## config.mk

```make
export PLATFORM = sky130hd
export DESIGN_NAME = ts_delta_gen
export DESIGN_NICKNAME = d
export VERILOG_FILES = /design/src/rtl/ts_delta_pkg.sv /design/src/rtl/ts_psc_divider.sv /design/src/rtl/ts_delta_ctr.sv /design/src/rtl/ts_idle_timer.sv /design/src/rtl/ts_emit_stage.sv /design/src/rtl/ts_delta_gen.sv
export SDC_FILE = /design/constraint.sdc
export NUM_CORES = 1
export LEC_CHECK = 0
export BUFFER_PORTS_ARGS = -buffer_cell sky130_fd_sc_hd__buf_4
export CAP_MARGIN = 5
export CORE_MARGIN = 4
export CORE_UTILIZATION = 62
export CTS_CLUSTER_DIAMETER = 100
export DETAILED_ROUTE_END_ITERATION = 12
export PLACE_DENSITY = 0.88
export SLEW_MARGIN = 30
export SYNTH_ARGS = -nofsm -noshare
export SYNTH_HDL_FRONTEND = slang
export SYNTH_SLANG_ARGS = --single-unit
```

## constraint.sdc

```tcl
create_clock -name clk -period 4 [get_ports clk]
set_input_delay 0.8 -clock clk [delete_from_list [all_inputs] [get_ports clk]]
set_output_delay 0.8 -clock clk [all_outputs]
set_load 0.03 [all_outputs]
```

## src/rtl/ts_delta_pkg.sv

```systemverilog
package ts_delta_pkg;

   localparam int unsigned PSC_CNT_W = 6;

   typedef enum logic [1:0] {
      PSC_DIV1  = 2'd0,
      PSC_DIV4  = 2'd1,
      PSC_DIV16 = 2'd2,
      PSC_DIV64 = 2'd3
   } psc_sel_e;

   typedef enum logic [1:0] {
      TRIG_NONE = 2'd0,
      TRIG_PKT  = 2'd1,
      TRIG_IDLE = 2'd2,
      TRIG_WRAP = 2'd3
   } trig_e;

   // terminal count of the divider for a given select
   function automatic logic [PSC_CNT_W-1:0] psc_limit(input logic [1:0] sel);
      logic [PSC_CNT_W-1:0] lim;
      case (psc_sel_e'(sel))
         PSC_DIV1:  lim = PSC_CNT_W'(0);
         PSC_DIV4:  lim = PSC_CNT_W'(3);
         PSC_DIV16: lim = PSC_CNT_W'(15);
         default:   lim = PSC_CNT_W'(63);
      endcase
      return lim;
   endfunction

endpackage

```

## src/rtl/ts_psc_divider.sv

```systemverilog
module ts_psc_divider
   import ts_delta_pkg::*;
(
   input  logic       clk,
   input  logic       rst_n,
   input  logic       run,
   input  logic [1:0] sel,
   output logic       tick
);

   localparam int unsigned NSEL = 4;

   logic [PSC_CNT_W-1:0] div_cnt;
   logic [1:0]           sel_q;
   logic [NSEL-1:0]      hit;
   logic                 sel_chg;

   // one terminal compare per select value
   for (genvar g = 0; g < NSEL; g++) begin : g_hit
      assign hit[g] = (div_cnt == psc_limit(2'(g)));
   end

   assign sel_chg = (sel != sel_q);
   assign tick    = run && !sel_chg && hit[sel];

   always_ff @(posedge clk or negedge rst_n) begin
      if (!rst_n) begin
         div_cnt <= '0;
         sel_q   <= 2'd0;
      end else begin
         sel_q <= sel;
         if (!run || sel_chg || tick)
            div_cnt <= '0;
         else
            div_cnt <= div_cnt + PSC_CNT_W'(1);
      end
   end

endmodule

```

## src/rtl/ts_delta_ctr.sv

```systemverilog
module ts_delta_ctr #(
   parameter int unsigned DELTA_W = 21
) (
   input  logic               clk,
   input  logic               rst_n,
   input  logic               run,
   input  logic               tick,
   input  logic               clr,
   output logic [DELTA_W-1:0] delta,
   output logic               at_max
);

   assign at_max = &delta;

   always_ff @(posedge clk or negedge rst_n) begin
      if (!rst_n)
         delta <= '0;
      else if (!run || clr)
         delta <= '0;
      else if (tick)
         delta <= delta + DELTA_W'(1);
   end

endmodule

```

## src/rtl/ts_idle_timer.sv

```systemverilog
module ts_idle_timer #(
   parameter int unsigned IDLE_TICKS = 1024
) (
   input  logic clk,
   input  logic rst_n,
   input  logic run,
   input  logic idle,
   input  logic pkt,
   input  logic tick,
   input  logic clr,
   output logic expire
);

   localparam int unsigned IDLE_W = (IDLE_TICKS > 2) ? $clog2(IDLE_TICKS) : 1;
   localparam logic [IDLE_W-1:0] LAST = IDLE_W'(IDLE_TICKS - 1);

   logic [IDLE_W-1:0] idle_cnt;
   logic              quiet;

   assign quiet  = run && idle && !pkt;
   assign expire = quiet && tick && (idle_cnt == LAST);

   always_ff @(posedge clk or negedge rst_n) begin
      if (!rst_n)
         idle_cnt <= '0;
      else if (!quiet || clr)
         idle_cnt <= '0;
      else if (tick)
         idle_cnt <= idle_cnt + IDLE_W'(1);
   end

endmodule

```

## src/rtl/ts_emit_stage.sv

```systemverilog
module ts_emit_stage
   import ts_delta_pkg::*;
#(
   parameter int unsigned DELTA_W = 21
) (
   input  logic               clk,
   input  logic               rst_n,
   input  logic               run,
   input  logic               tick,
   input  logic               pkt,
   input  logic               idle_expire,
   input  logic [DELTA_W-1:0] delta,
   input  logic               at_max,
   output logic               clr,
   output logic               emit_q,
   output logic [DELTA_W-1:0] delta_q,
   output logic               ovf_q
);

   trig_e trig;

   // wrap outranks a packet, a packet outranks the idle timeout
   always_comb begin
      trig = TRIG_NONE;
      if (run) begin
         if (tick && at_max)
            trig = TRIG_WRAP;
         else if (pkt && (delta != '0))
            trig = TRIG_PKT;
         else if (idle_expire)
            trig = TRIG_IDLE;
      end
   end

   assign clr = (trig != TRIG_NONE);

   always_ff @(posedge clk or negedge rst_n) begin
      if (!rst_n) begin
         emit_q  <= 1'b0;
         delta_q <= '0;
         ovf_q   <= 1'b0;
      end else begin
         emit_q  <= clr;
         delta_q <= clr ? delta : '0;
         ovf_q   <= (trig == TRIG_WRAP);
      end
   end

endmodule

```

## src/rtl/ts_delta_gen.sv

```systemverilog
module ts_delta_gen #(
   parameter int unsigned DELTA_W    = 21,
   parameter int unsigned IDLE_TICKS = 1024
) (
   input  logic               clk,
   input  logic               rst_n,
   input  logic               ts_en,
   input  logic [1:0]         presc_sel,
   input  logic               pkt_wr,
   input  logic               idle,
   output logic               ts_emit,
   output logic [DELTA_W-1:0] ts_delta,
   output logic               ts_ovf
);

   if (DELTA_W < 2) begin : g_bad_width
      $error("ts_delta_gen: DELTA_W must be at least 2");
   end
   if (IDLE_TICKS < 2) begin : g_bad_idle
      $error("ts_delta_gen: IDLE_TICKS must be at least 2");
   end
   if ($clog2(IDLE_TICKS) >= DELTA_W) begin : g_bad_ratio
      $error("ts_delta_gen: idle timeout must fit below the wrap point");
   end

   logic               tick;
   logic               clr;
   logic               at_max;
   logic               idle_expire;
   logic [DELTA_W-1:0] delta;

   ts_psc_divider u_div (
      .clk   (clk),
      .rst_n (rst_n),
      .run   (ts_en),
      .sel   (presc_sel),
      .tick  (tick)
   );

   ts_delta_ctr #(.DELTA_W(DELTA_W)) u_ctr (
      .clk    (clk),
      .rst_n  (rst_n),
      .run    (ts_en),
      .tick   (tick),
      .clr    (clr),
      .delta  (delta),
      .at_max (at_max)
   );

   ts_idle_timer #(.IDLE_TICKS(IDLE_TICKS)) u_idle (
      .clk    (clk),
      .rst_n  (rst_n),
      .run    (ts_en),
      .idle   (idle),
      .pkt    (pkt_wr),
      .tick   (tick),
      .clr    (clr),
      .expire (idle_expire)
   );

   ts_emit_stage #(.DELTA_W(DELTA_W)) u_emit (
      .clk         (clk),
      .rst_n       (rst_n),
      .run         (ts_en),
      .tick        (tick),
      .pkt         (pkt_wr),
      .idle_expire (idle_expire),
      .delta       (delta),
      .at_max      (at_max),
      .clr         (clr),
      .emit_q      (ts_emit),
      .delta_q     (ts_delta),
      .ovf_q       (ts_ovf)
   );

endmodule

```

==> reports/qor.json <==
{
  "synthesis": {
    "synth.largest_area_cell": "dfrtp_1",
    "post_synth_instance_area_sq_um": 2880,
    "synth.top_cells.by_area": "dfrtp_1 54%, and2_1 4.6%, nand3_1 4.2%",
    "synth_top_area_share_pct": 53.8,
    "yosys.cell_count.top_type": "dfrtp_1",
    "fraction_of_synthesis_flops_using_an_asynchronous_set_or_reset_pin_pct": 100,
    "synth_sequential_area_ratio_pct": 53.8,
    "post_synthesis_cell_type_count": 39,
    "synth_area_per_cell_sq_um": 10.1,
    "yosys_reg_bits": 62,
    "most_frequent_cells_after_synthesis": "62 x dfrtp_1, 24 x nand3_1, 21 x and2_1",
    "synthFlopType": "dfrtp_1",
    "synth-edff-count": 0,
    "synth_warnings": 0,
    "synthesis.nets": 297,
    "synthCells": 285
  },
  "final_layout": {
    "multi_input_comb_area_sq_um": 1240,
    "nets": 330,
    "layout-drive-gt1-share_pct": 16.4,
    "syn2layout_area_growth_pct": 17.2,
    "fillerInstances": 304,
    "register_area_sq_um": 1550,
    "antenna_cells_inserted": 0
  },
  "critical_path": {
    "critical_path_cell_by_cell": "ha_1, mux2i_1, nor3_2, buf_4, o21ai_2, o22ai_1, buf_4, and2_1",
    "cp.arrival_ns": 2.73,
    "crit_path_frequent_cell": "buf_4",
    "reg2reg_depth": 8,
    "max_stage_delay_ns": 0.63,
    "critPathLaunch": "u_div.div_cnt[0]",
    "timing.setup.critical_path_class": "reg -> reg",
    "critPathTopFamily": "compound AO/OA/AOI/OAI gates",
    "cp.depth": 8,
    "cp.buffers_inverters": 2,
    "capturing_element_type_of_the_critical_path": "flop",
    "startpoint_type": "flop",
    "timing.critical_path.required_ns": 4.23,
    "rr_startpoint": "u_div.div_cnt[0]",
    "critical_path.max_fanout": 29,
    "crit_slowest_cell": "o21ai_2"
  },
  "drt": {
    "antenna_violating_nets_left": 0,
    "drt_iter0_markers": 181,
    "drt_first_pass_iters": 4,
    "route.vias.total": 2278,
    "drcViolationCount": 0,
    "totalWireLength_um": 5780,
    "average_detailed_routed_wire_length_per_instance_um": 15.4,
    "post_dr_vias_cell": 6.07
  },
  "timing": {
    "max_slew_margin_pct": 46.6,
    "number_of_setup_violations_in_the_final_report": 0,
    "timing_worst_slew_pin_value_ns": 0.801,
    "finalMaxSlewViolations": 0,
    "period_needed_ns": 2.50,
    "setup_total_negative_slack_ns": 0,
    "maxClockFrequency_mhz": 401,
    "final_hold_viol_count": 0,
    "min_period_over_period_pct": 62.4,
    "rsz0062_at_grt": "false",
    "clock_skew_ns": 0.00443
  },
  "clock_network": {
    "path_clk_slew_ns": 0.06,
    "tritoncts": "built",
    "cts_setup_buffers": 0,
    "cts-buffers-inserted": 9,
    "post_cts.resized_instances": 0,
    "insertion_delay_ns": 0.34,
    "clk_root_buffer_cell": "clkbuf_8",
    "cts_hold_repair.buffers": 0,
    "number_of_levels_in_the_clock_h_tree": 3,
    "ctsLongestPathBuffers": 2,
    "cts_num_sinks": 62
  },
  "global_routing": {
    "grt_pass1_wl_um": 9960,
    "grt_pass1_vias": 2155,
    "grt_start_max_net_pins": 63,
    "overflow": 0,
    "global_route.usage.total_pct": 21.4,
    "grt_antenna_before_repair": 0
  },
  "run_status": {
    "run_status": "finished clean"
  },
  "die": {
    "initial_utilization_pct": 65.3,
    "number_of_placed_i_o_pins": 30,
    "fp.dieH_um": 76.2,
    "die_area_sq_um": 5810,
    "num_rows": 24,
    "floorplan.core_area_sq_um": 4410,
    "die_width_um": 76.2
  },
  "pwr": {
    "total_power_mw": 1.31,
    "power_density_over_the_cells_nw_per_um2": 389,
    "maximum_resistive_drop_on_vdd_v": 0.000249,
    "cellLeakagePower_nw": 1.48
  },
  "place": {
    "gpl.final_weighted_congestion": 0.933,
    "portBuffers": 29,
    "dpl.hpwl_um": 3900
  },
  "min_path": {
    "min_path_cells": 1,
    "timing.hold.worst.class": "reg -> reg",
    "worstHoldStart": "u_div.div_cnt[0]"
  },
  "job": {
    "max_cap_violations": 0
  }
}
-- through the flow --
stage	hold slack, ns	area [sq um]	std cells	setup WS [ns]	util (%)
after global routing	0.520	3380	375	1.35	76.6
after floorplan	0.455	2880	285	1.62	-
final	0.510	3380	375	1.50	76.6
after CTS	0.510	3380	375	1.51	76.6
after global placement	0.481	3150	359	1.32	71.3
after detailed placement	0.503	3150	359	1.25	71.3
-- final timing paths --
path / endpoint / slack, ns
min in group asynchronous: u_emit.delta_q[14] / 0.52
min reg2reg: u_div.div_cnt[0] / 0.51
max in group asynchronous: u_ctr.delta[5] / 2.97
min: u_div.div_cnt[0] / 0.51
max: u_emit.delta_q[3] / 1.50
max reg2reg: u_emit.delta_q[3] / 1.50
-- worst register-to-register path, cell delays in order, from the launching register on --
cell     delay [ns]
dfrtp_1        0.42
ha_1           0.27
mux2i_1        0.19
nor3_2         0.06
buf_4          0.18
o21ai_2        0.63
o22ai_1        0.18
buf_4          0.27
and2_1         0.19
-- state kept, by name, summed over array words and instances (netlist names) --
| signal | count |
|---|---|
| u_emit.ovf_q | 1 |
| u_div.sel_q | 2 |
| u_idle.idle_cnt | 10 |
| u_div.div_cnt | 6 |
| u_emit.emit_q | 1 |
| u_emit.delta_q | 21 |
| u_ctr.delta | 21 |
-- where the power goes --
group	leakage (nW)	switching, mW	internal, mW
combinational	0.504	0.0354	0.0134
clock	0.120	0.233	0.401
sequential	0.861	0.00253	0.630
total	1.48	0.271	1.04
-- cell usage in the layout (no fill, tap or decap), types with 8 or more instances in the layout --
master and count:
a21oi_1 20, and2_1 21, buf_4 34, clkbuf_8 12, dfrtp_1 62, inv_1 8, nand2_1 16, nand3_1 24
nor2_1 19, nor3_1 9, o211ai_1 8, o21ai_0 10, or3_1 10, xor2_1 13
-- final cells by class --
type	instances	share of cell area (%)
Sequential cell	62	45.9
Multi-Input combinational cell	203	36.8
Timing Repair Buffer	34	7.55
Clock buffer	13	5.00
Clock inverter	3	1.92
Tap cell	52	1.92
Inverter	8	0.888
-- layer usage --
layer	global-route usage [%]	share of wire, %
met1	28.1	44
met2	32.4	48
met3	4.96	5.4
met4	12.6	2.7
met5	0	0
-- logic make-up (layout without fill, tap and decap cells) --
| logic type | after synthesis | after routing | synth area share (%) |
|---|---|---|---|
| fa+ha+maj | 5 | 5 | 2.17 |
| mux | 1 | 1 | 0.347 |
| xor+xnor | 17 | 17 | 5.16 |
| flops | 62 | 62 | 53.8 |
| buf+inv | 20 | 58 | 3.04 |
| compound gates | 55 | 55 | 12.2 |
| simple gates | 125 | 125 | 23.3 |
No activity file was read; power rests on OpenSTA's default activity.
